## src/rtl/ee_ctl_regs.sv

```systemverilog
module ee_ctl_regs #(
  parameter int AW           = 6,
  parameter int WRITE_CYCLES = 12,
  parameter logic [7:0] KEY_A = 8'h55,
  parameter logic [7:0] KEY_B = 8'hAA
) (
  input  logic       clk,
  input  logic       rst_n,
  input  logic       bus_we,
  input  logic       bus_re,
  input  logic [1:0] bus_sel,
  input  logic [7:0] bus_wdata,
  output logic [7:0] bus_rdata,
  input  logic       wr_abort
);
  localparam int DEPTH = 1 << AW;
  localparam int CW    = $clog2(WRITE_CYCLES + 1);

  typedef enum logic [1:0] {U_IDLE, U_KEYA, U_ARMED} ust_t;

  logic [7:0]    mem [DEPTH];
  logic [7:0]    addr_q, data_q, wd_q;
  logic [AW-1:0] wa_q;
  logic          rd_q, wren_q, err_q, done_q, busy_q;
  logic [CW-1:0] cnt_q;
  ust_t          ust_q;

  wire wr_addr = bus_we && bus_sel == 2'd0;
  wire wr_data = bus_we && bus_sel == 2'd1;
  wire wr_ctl  = bus_we && bus_sel == 2'd2;
  wire wr_key  = bus_we && bus_sel == 2'd3;

  wire [AW-1:0] ix = addr_q[AW-1:0];

  wire start  = wr_ctl && bus_wdata[1] && ust_q == U_ARMED && wren_q && !busy_q;
  wire kill   = busy_q && wr_abort;
  wire finish = busy_q && !wr_abort && cnt_q == CW'(1);

  wire [7:0] ctl_view = {3'b000, done_q, err_q, wren_q, busy_q, rd_q};

  always_comb begin
    bus_rdata = 8'h00;
    if (bus_re)
      case (bus_sel)
        2'd0:    bus_rdata = addr_q;
        2'd1:    bus_rdata = data_q;
        2'd2:    bus_rdata = ctl_view;
        default: bus_rdata = 8'h00;
      endcase
  end

  always_ff @(posedge clk) begin
    if (!rst_n)
      ust_q <= U_IDLE;
    else if (bus_we) begin
      if (wr_key && bus_wdata == KEY_A && ust_q == U_IDLE)
        ust_q <= U_KEYA;
      else if (wr_key && bus_wdata == KEY_B && ust_q == U_KEYA)
        ust_q <= U_ARMED;
      else
        ust_q <= U_IDLE;
    end
  end

  always_ff @(posedge clk) begin
    if (!rst_n) begin
      addr_q <= '0;
      wren_q <= 1'b0;
      rd_q   <= 1'b0;
    end else begin
      if (wr_addr) addr_q <= bus_wdata;
      if (wr_ctl) wren_q <= bus_wdata[2];
      rd_q <= wr_ctl && bus_wdata[0];
    end
  end

  always_ff @(posedge clk) begin
    if (!rst_n)
      data_q <= '0;
    else if (wr_data)
      data_q <= bus_wdata;
    else if (wr_ctl && bus_wdata[0])
      data_q <= mem[ix];
  end

  always_ff @(posedge clk) begin
    if (!rst_n) begin
      err_q  <= 1'b0;
      done_q <= 1'b0;
    end else begin
      err_q  <= kill   || (err_q  && !(wr_ctl && !bus_wdata[3]));
      done_q <= finish || (done_q && !(wr_ctl && !bus_wdata[4]));
    end
  end

  always_ff @(posedge clk) begin
    if (!rst_n) begin
      busy_q <= 1'b0;
      cnt_q  <= '0;
      wa_q   <= '0;
      wd_q   <= '0;
    end else if (start) begin
      busy_q <= 1'b1;
      cnt_q  <= CW'(WRITE_CYCLES);
      wa_q   <= ix;
      wd_q   <= data_q;
    end else if (kill || finish) begin
      busy_q <= 1'b0;
      cnt_q  <= '0;
    end else if (busy_q) begin
      cnt_q <= cnt_q - CW'(1);
    end
  end

  always_ff @(posedge clk) begin
    if (!rst_n) begin
      for (int i = 0; i < DEPTH; i++) mem[i] <= '0;
    end else if (finish) begin
      mem[wa_q] <= wd_q;
    end
  end
endmodule


```

## config.mk

```make
export PLATFORM = sky130hd
export DESIGN_NAME = ee_ctl_regs
export DESIGN_NICKNAME = d
export VERILOG_FILES = /design/src/rtl/ee_ctl_regs.sv
export SDC_FILE = /design/constraint.sdc
export NUM_CORES = 1
export LEC_CHECK = 0
export ABC_CLOCK_PERIOD_IN_PS = 7500
export CAP_MARGIN = 20
export CORE_UTILIZATION = 55
export DETAILED_ROUTE_END_ITERATION = 8
export MAX_ROUTING_LAYER = met4
export PLACE_DENSITY_LB_ADDON = 0.2
export SYNTH_ARGS = -nofsm -noshare
export SYNTH_HDL_FRONTEND = slang
export SYNTH_SLANG_ARGS = --single-unit
```

## constraint.sdc

```tcl
create_clock -name clk -period 7.5 [get_ports clk]
set_input_delay 1.125 -clock clk [delete_from_list [all_inputs] [get_ports clk]]
set_output_delay 1.125 -clock clk [all_outputs]
set_load 0.1 [all_outputs]
```

## Word level (Yosys, flattened, before mapping)

Memories as Yosys holds them, arrays and structs flattened. A register that Yosys moved wholly into a read port is not among the register bits.
Cells that the tools add are included.

| storage, ports and cells | value |
|---|---|
| logic and storage cells | 79 |
| register bits after elaboration | 41 |
| memory bits (writable) | 512 |
| memories kept | 1 |
| bits of input ports | 15 |

Memory list:

| name | words | width | read ports | clocked after Yosys merged registers in | wr ports | RTL line | text |
|---|---|---|---|---|---|---|---|
| mem | 64 | 8 | 1 | 1 | 64 | 21 | `logic [7:0] mem [DEPTH];` |

| cells by class | value |
|---|---|
| muxes and demuxes | 20 |
| reduce and logical (&&, ||, !) cells | 36 |
| eq/ne operators | 8 |
| add/subtract/negate cells | 1 |
| bitwise gates (word level) | 1 |

Operators by type and width:

| cell | count |
|---|---|
| 8-bit 2-to-1 mux | 4 |
| 8-bit case mux with 3 select lines | 1 |
| 1-bit logical AND | 20 |
| 6-bit 2-to-1 mux | 3 |
| 4-bit 2-to-1 mux | 3 |
| 8-bit by 7-bit equality test with 1-bit output, second input constant | 1 |
| 8-bit equality test, second input constant | 1 |
| 8-bit OR reduction | 1 |
| 1-bit 2-to-1 mux | 7 |
| 2-bit equality test, second input constant | 3 |
| 1-bit logical NOT | 6 |
| 2-bit by 1-bit equality test with 1-bit output, second input constant | 2 |
| 4-bit by 1-bit equality test with 1-bit output, second input constant | 1 |
| 2-bit logical NOT | 2 |
| 2-bit 2-to-1 mux | 2 |
| 2-bit nonzero test | 2 |
| 4-bit by 1-bit subtractor with 4-bit output, second input constant | 1 |
| 1-bit logical OR | 3 |
| 3-bit nonzero test | 1 |
| 3-bit OR reduction | 1 |
| 1-bit inverter | 1 |

## Logic depth before layout (Yosys ltp)

Gate-level depths: netlist of the first run.

| logic depth | value |
|---|---|
| word-level depth | 8 |
| depth in mapped cells | 9 |

## Worst setup path before layout of the first run

OpenSTA, ideal clock, no wires.

| timing | value |
|---|---|
| path kind | input -> output |
| start | input port bus_sel[1] |
| end | output port bus_rdata[5] |
| cell stages on the path | 3 |
| path buffers | 1 |
| path slack | 3548 ps |
| arrival | 2827 ps |
| cell sequence | buf_1 > nand2b_1 > nor2_1 |

| between the ends | value |
|---|---|
| cells in the longest elaborated chain, start to end | 3 |

RTL lines:

| item | RTL line | text |
|---|---|---|
| from (decl) | 11 | `input logic [1:0] bus_sel,` |
| 2-bit equality test (tied with other cells) | 44 | `case (bus_sel)` |
| 8-bit case mux with 3 select lines * | 44 |  |
| 8-bit 2-to-1 mux * | 43 | `if (bus_re)` |
| to (decl) | 13 | `output logic [7:0] bus_rdata,` |

Mark *: on every way between the ends. The rest lies on a longest branch, timed or not.

## Worst setup path after layout of the first run

| timing | value |
|---|---|
| start | input port bus_sel[0] |
| end | output port bus_rdata[4] |

The elaborated chain is that of the path after synthesis.

==> summary.md, run 1 <==
| Metric | Value |
|---|---|
| CP arrival | `3970 ps` |
| CTS tree | `done` |
| RSZ-0062 raised after global routing | `false` |
| Worst reg2reg path endpoint | `mem[55][2]` |
| Post-cts sizing count | `0` |
| Post-DP HPWL | `38500 um` |
| Hold slack | `496 ps` |
| FILL cells | `3437` |
| Worst path most repeated cell | `clkdlybuf4s50_1` |
| Fin Setup TNS | `0 ps` |
| Synth Warn # | `0` |
| Cells after synthesis | `1792` |
| Top-area cell type share of the netlist area | `58.9%` |
| Status | `complete, but fails checks` |
| Xor and xnor fraction of the mapped netlist area | `0%` |
| R2R setup slack | `4030 ps` |
| Tmin final | `5090 ps` |
| Slew HR | `22.8%` |
| Leakage Power | `9.47 nW` |
| Post-CTS Hold Buffers | `0` |
| Path depth of the worst reg2reg path | `5` |
| Largest family of logic cells by synthesized area | `simple AND/OR/NAND/NOR gates` |
| VDD IR max | `0.182 mV` |
| Worst Tran Pin Value | `1150 ps` |
| Overflow after GRT | `0` |
| Crit-path leading delay family | `buffers and inverters` |
| Iter 0 DRT Violations | `1556` |
| Layout Nets | `1790` |
| Post-synthesis simple-gate area fraction | `17.4%` |
| Max-cap violations | `0` |
| Routed len/inst | `26.2 um` |
| Clock Latency Late Sink | `620 ps` |
| Tot GR Track Use | `27.8%` |
| Worst Skew | `16.6 ps` |
| Largest stage delay, worst path | `1170 ps` |
| Crit-path max FO | `15` |
| Maximum buffer depth of the clock tree | `3` |
| Num ports | `23` |
| CTS buffer count | `55` |
| Worst path cell trace | `clkdlybuf4s50_1 -> nor2b_1 -> nand2_1 -> o21ai_0 -> and2_1 -> clkdlybuf4s50_1` |
| DRC violation count after routing | `10` |
| Post-synthesis compound-gate area fraction | `2.89%` |
| Pre-antenna DRT Iters | `7` |
| Seq cells post-synth | `559` |
| Via count | `14800` |
| ANT nets after route | `0` |
| Origin of the critical flop-to-flop path | `cnt_q[0]` |
| Post-Synth Adder-Cell Area | `0.0959%` |
| IO Port Bufs | `22` |
| Die ar. | `48300 um2` |
| Core region area | `46700 um2` |
| Number of distinct library cells after synthesis | `55` |
| Register area share after synthesis | `62.6%` |
| Share of cells above drive strength 1 | `18.1%` |
| Startpoint class of the critical path | `input port` |
| Top cells by area, synth | `edfxtp_1 59%, and2_1 12%, mux4_2 11%` |
| CTS root buffer | `clkbuf_16` |
| Violated checks | `DRC` |
| Synth Cell Area | `26100 um2` |
| GP Congestion | `0.984` |
| Final hold violation count | `0` |
| Die Height | `220 um` |
| Hold path startpoint | `done_q` |
| Crit Path Class | `in2out` |
| Initial antenna violation count | `1` |
| FMAX | `0.196 GHz` |
| # rows | `79` |
| Die W | `220 um` |
| Post-CTS Setup Inserts | `0` |
| Htree depth | `2` |
| WL final | `63500 um` |
| Largest net degree at the start of global routing | `66` |
| CTS sink cnt | `559` |
| WP data required | `6380 ps` |
| Area grow syn2layout | `9.76%` |
| Worst Hold Class | `reg2reg` |
| Mux cell area share after synthesis | `14.3%` |
| CP max stage cell | `clkdlybuf4s50_1` |
| Initial core utilization | `55.9%` |
| Slew Limit Fails | `0` |
| Buf/Inv on CP | `2` |
| Hold endpoint | `done_q` |
| Asr flop ratio synth | `0%` |
| Worst hold path depth | `2` |
| Crit. End Element | `output pin` |
| First-pass GRT wire length | `94100 um` |
| Synth Area per Inst | `14.6 um2` |
| EDFF count, synth | `512` |
| Reg clk slew, reported paths | `60 ps` |
| Post-synth top flop | `edfxtp_1` |
| Pwr dens | `239 nW/um2` |
| # setup viols final | `0` |
| Net Count, Synth | `1809` |
| Largest area contributor in the netlist | `edfxtp_1` |
| Vias per cell | `6.09` |
| Number of global-route vias before repair | `14000` |
| Final Cycle Share | `67.9%` |
==> state kept, by name, summed over array words and instances (netlist names), named ones only <==
| register | count |
|---|---|
| wren_q | 1 |
| busy_q | 1 |
| cnt_q | 4 |
| wa_q | 6 |
| rd_q | 1 |
| done_q | 1 |
| mem | 512 |
| err_q | 1 |
| addr_q | 8 |
| data_q | 8 |
| ust_q | 2 |
| wd_q | 8 |
==> cell families (layout without fill, tap and decap cells) <==
group / after synthesis / count (layout)
compound gates: 130 / 130
fa+ha+maj: 2 / 2
buf+inv: 155 / 183
flops: 559 / 559
mux: 206 / 206
other cells: 0 / 1
simple gates: 740 / 740
==> layout by cell type (no fill, tap or decap), types with 4 or more instances in the layout <==
| cell | instances |
|---|---|
| a22oi_1 | 10 |
| clkbuf_1 | 7 |
| mux2i_1 | 73 |
| or3b_1 | 4 |
| dfxtp_1 | 36 |
| nand3b_1 | 9 |
| clkinv_2 | 9 |
| clkbuf_2 | 4 |
| mux4_2 | 133 |
| o21ai_0 | 82 |
| clkinvlp_4 | 6 |
| buf_2 | 22 |
| a32oi_1 | 6 |
| nand3_1 | 18 |
| nor2_4 | 14 |
| clkdlybuf4s50_1 | 21 |
| buf_4 | 15 |
| bufinv_16 | 11 |
| dfxtp_4 | 11 |
| o211ai_1 | 12 |
| nor2b_1 | 28 |
| inv_1 | 7 |
| nor2_2 | 26 |
| o21ai_1 | 4 |
| clkbuf_16 | 55 |
| nor2_1 | 32 |
| edfxtp_1 | 512 |
| a21oi_1 | 6 |
| nand2b_1 | 5 |
| clkbuf_4 | 9 |
| nand4_1 | 10 |
| nand2_1 | 54 |
| and2_1 | 520 |
| clkinv_1 | 10 |
==> worst min-delay path, cell delays in order, from the launching register on <==
cell and delay [ps]:
dfxtp_1 320, o211ai_1 80, nand2_1 50
==> final cells by class <==
type / count / area (um2) / area share [%]
Multi-Input combinational cell: 1078 / 9040 / 31.6
Antenna cell: 1 / 2.50 / 0.00874
Sequential cell: 559 / 16400 / 57.1
Clock buffer: 62 / 1400 / 4.90
Inverter: 8 / 30.0 / 0.105
Clock inverter: 42 / 518 / 1.81
Tap cell: 607 / 759 / 2.65
Timing Repair Buffer: 71 / 520 / 1.82
==> per-layer routing <==
metal / track usage (%) / up-vias / part of all wire (%)
li1: - / 6513 / -
met1: 40.8 / 7549 / 44
met2: 40.0 / 634 / 45
met3: 5.05 / 91 / 8.3
met4: 7.56 / 0 / 2.3
met5: - / - / 0
==> cell usage after synthesis (all sizes together), types with 7 or more instances <==
master and instances:
a22oi 10, and2 520, buf 56, clkbuf 91, dfxtp 47, edfxtp 512
inv 7, mux2i 73, mux4 133, nand2 54, nand3 18, nand3b 10
nand4 10, nor2 73, nor2b 28, o211ai 12, o21ai 86
==> metrics by stage <==
step | utilization (%) | std cells | worst slack, ps | total power, mW | area, um2
2_1_floorplan | - | 1792 | 3550 | 3.84 | 26100
3_3_place_gp | 56.8 | 2289 | 2440 | 3.95 | 26500
3_5_place_dp | 56.8 | 2289 | 2440 | 3.95 | 26500
4_1_cts | 60.9 | 2393 | 2410 | 6.86 | 28400
5_1_grt | 61.4 | 2428 | 2250 | 7.01 | 28600
6_report | 61.4 | 2428 | 2410 | 6.84 | 28600
==> worst max path at each step <==
stage / from / endpoint / cells past startpoint
after floorplan: bus_sel[1] / bus_rdata[5] / 3
after global placement: bus_sel[0] / bus_rdata[4] / 6
after global routing: bus_sel[0] / bus_rdata[4] / 6
final: bus_sel[0] / bus_rdata[4] / 6
after detailed placement: bus_sel[0] / bus_rdata[4] / 6
after CTS: bus_sel[0] / bus_rdata[4] / 6
==> power by group <==
part	internal, mW	switching (mW)	total (mW)
logic	0.131	0.169	0.299
registers	3.53	0.0711	3.60
clock network	1.73	1.21	2.94
total	5.39	1.45	6.84
No activity file was read; power rests on OpenSTA's default activity.
==> run 2: changes to the inputs <==
--- a/config.mk
+++ b/config.mk
@@ -5,7 +5,7 @@
 export SDC_FILE = /design/constraint.sdc
 export NUM_CORES = 1
 export LEC_CHECK = 0
-export ABC_CLOCK_PERIOD_IN_PS = 7500
+export ABC_CLOCK_PERIOD_IN_PS = 4800
 export CAP_MARGIN = 20
 export CORE_UTILIZATION = 55
 export DETAILED_ROUTE_END_ITERATION = 8
==> constraint.sdc (replaced) <==
create_clock -name clk -period 4.8 [get_ports clk]
set_input_delay 0.72 -clock clk [delete_from_list [all_inputs] [get_ports clk]]
set_output_delay 0.72 -clock clk [all_outputs]
set_load 0.1 [all_outputs]
==> run 2 against run 1 <==
  * The flow still finishes with violations (DRC)
  * Global-route usage increased by 0.13 points
  * Final area increased by 1.0%
  * Total power increased by 55%
  * Clock skew decreased by 1.9 ps
  * Register-to-register slack got worse by 2400 ps
  * Largest cell class unchanged
  * Combinational power increased by 68%
==> summary.md, run 2 (synthesized netlist as in run 1, its figures left out) <==
| Metric | Value |
|---|---|
| ANT nets after route | `0 (unchanged)` |
| Crit. End Element | `output pin` |
| Die W | `220 um (unchanged)` |
| Reg clk slew, reported paths | `60 ps (about the same)` |
| Die ar. | `48300 um2 (unchanged)` |
| RSZ-0062 raised after global routing | `false` |
| Top reg by flops | `mem` |
| # setup viols final | `0 (unchanged)` |
| Place WS | `878 ps (-1560 ps)` |
| CTS sink cnt | `559 (unchanged)` |
| First-pass GRT wire length | `94800 um (+0.68%)` |
| Iter 0 DRT Violations | `1704 (+9.5%)` |
| Final WS setup | `1450 ps (-960 ps)` |
| Crit Path Class | `in2out` |
| WL final | `63400 um (-0.19%)` |
| Worst Skew | `14.8 ps (-1.86 ps)` |
| Core region area | `46700 um2 (unchanged)` |
| Largest stage delay, worst path | `720 ps (-450 ps)` |
| Pre-antenna DRT Iters | `7 (unchanged)` |
| # diodes | `0 (-1)` |
| Worst Hold Class | `reg2reg` |
| Origin of the critical flop-to-flop path | `busy_q` |
| Status | `complete, but fails checks` |
| Share of cells above drive strength 1 | `20.1% (+2.0 points)` |
| Post-DP HPWL | `39600 um (+2.8%)` |
| Fin Setup TNS | `0 ps (unchanged)` |
| Hold endpoint | `done_q` |
| Number of global-route vias before repair | `14700 (+5.2%)` |
| Htree depth | `2 (unchanged)` |
| CTS buffer count | `56 (+1.8%)` |
| Worst reg2reg path endpoint | `mem[56][0]` |
| Worst hold path depth | `2 (unchanged)` |
| Area grow syn2layout | `10.9%` |
| Clock Latency Late Sink | `610 ps (about the same)` |
| Tmin final | `3350 ps` |
| Pwr dens | `367 nW/um2 (+53%)` |
| Post-CTS Hold Buffers | `0 (unchanged)` |
| Violated checks | `DRC` |
| R2R setup slack | `1620 ps (-2410 ps)` |
| Worst Tran Pin Value | `1110 ps (-45.6 ps)` |
| Most frequent cells in the layout | `520 x and2_1, 512 x edfxtp_1, 133 x mux4_2, 84 x buf_4, 82 x o21ai_0` |
| Final hold violation count | `0 (unchanged)` |
| Slew HR | `25.9% (+3.2 points)` |
| Num ports | `23 (unchanged)` |
| Path depth of the worst reg2reg path | `4 (-1)` |
| Non-filler instance count after layout | `2461 (+1.4%)` |
| Largest net degree at the start of global routing | `66 (unchanged)` |
| Die Height | `220 um (unchanged)` |
| Commonest non-fill, non-tap cell in the layout | `and2_1` |
| Via count | `14900 (+0.69%)` |
| Max-cap violations | `0 (unchanged)` |
| Final Cycle Share | `69.8%` |
| Largest register FFs | `512 (unchanged)` |
| Initial antenna violation count | `0 (-1)` |
| VDD IR max | `0.260 mV (+43%)` |
| Final core utilization | `62.0% (+0.62 points)` |
| Initial core utilization | `55.9% (unchanged)` |
| CP arrival | `2630 ps (-1340 ps)` |
| Slew Limit Fails | `0 (unchanged)` |
| # rows | `79 (unchanged)` |
| Post-Place Cells | `2352 (+2.8%)` |
| Post-cts sizing count | `0 (unchanged)` |
| WP data required | `4080 ps (-2300 ps)` |
| Post-CTS Setup Inserts | `0 (unchanged)` |
| CTS tree | `done` |
| Startpoint class of the critical path | `input port` |
| Worst path cell trace | `clkdlybuf4s50_1 -> nor2b_1 -> nand2_1 -> o21ai_0 -> and2_1 -> buf_4` |
| Leakage Power | `9.70 nW (+2.4%)` |
| Routed len/inst | `25.8 um (-1.5%)` |
| Tot GR Track Use | `27.9% (+0.13 points)` |
| CP max stage cell | `clkdlybuf4s50_1` |
| Overflow after GRT | `0 (unchanged)` |
| CTS root buffer | `clkbuf_16` |
| GP Congestion | `0.857 (-13%)` |
| Vias per cell | `6.05 (-0.66%)` |
| IO Port Bufs | `22 (unchanged)` |
| DRC violation count after routing | `11 (+1)` |
| Crit-path max FO | `13 (-2)` |
| Layout Nets | `1827 (+2.1%)` |
| FMAX | `0.298 GHz` |
| Hold path startpoint | `done_q` |
| Maximum buffer depth of the clock tree | `3 (unchanged)` |
==> run 2: cell types whose count changed in the layout (fill, tap and decap cells not counted), moves of 4 or more <==
cell | previous run | this run
buf_4 | 15 | 84
buf_2 | 22 | 5
clkdlybuf4s50_1 | 21 | 13
bufinv_16 | 11 | 6
clkbuf_4 | 9 | 4
clkbuf_8 | 0 | 5
clkbuf_16 | 55 | 59
clkinv_2 | 9 | 13
clkinvlp_4 | 6 | 2
==> run 2: area by class of cell <==
type | instances | area, um2
clock buffer | 72 | 1590
clock inverter | 30 | 294
fill | 3445 | 17700
inverter | 8 | 30.0
multi-input combinational | 1078 | 9040
sequential | 559 | 16400
tap | 607 | 759
timing repair buffer | 107 | 858
==> run 2: layer usage <==
metal | routed length [um] | GRT usage (%) | part of all wire, % | up-vias
li1 | - | - | - | 6604
met1 | 27000 | 38.6 | 43 | 7547
met2 | 29500 | 42.2 | 47 | 602
met3 | 4960 | 5.11 | 7.8 | 136
met4 | 1880 | 8.90 | 3.0 | 0
met5 | 0 | - | 0 | -
==> run 2: power breakdown <==
| part | total (mW) | switching [mW] | internal [mW] |
|---|---|---|---|
| clock network | 4.49 | 1.85 | 2.64 |
| logic | 0.501 | 0.275 | 0.226 |
| registers | 5.61 | 0.0968 | 5.51 |
| total | 10.6 | 2.22 | 8.38 |
==> run 2: critical path: cells and delay by family <==
| kind | cells | cell delay, ps |
|---|---|---|
| compound gates | 1 | 80 |
| simple gates | 3 | 780 |
| buf+inv | 2 | 1040 |
==> run 2: worst max path at each step <==
stage | slack [ps] | startpoint | endpoint | cells past startpoint
after floorplan | 1660 | bus_sel[1] | bus_rdata[5] | 3
after global placement | 1080 | wr_abort | mem[57][4] | 5
after detailed placement | 880 | wr_abort | mem[61][7] | 5
after CTS | 1470 | bus_sel[1] | bus_rdata[0] | 6
after global routing | 1290 | bus_sel[1] | bus_rdata[0] | 6
final | 1450 | bus_sel[1] | bus_rdata[4] | 6
==> run 2: through the flow <==
step | area [um2] | total power, mW | hold WS, ps
after floorplan | 26100 | 5.99 | 453
after global placement | 27000 | 6.20 | 480
after detailed placement | 27000 | 6.21 | 482
after CTS | 28900 | 10.6 | 498
after global routing | 28900 | 10.9 | 544
final | 28900 | 10.6 | 493
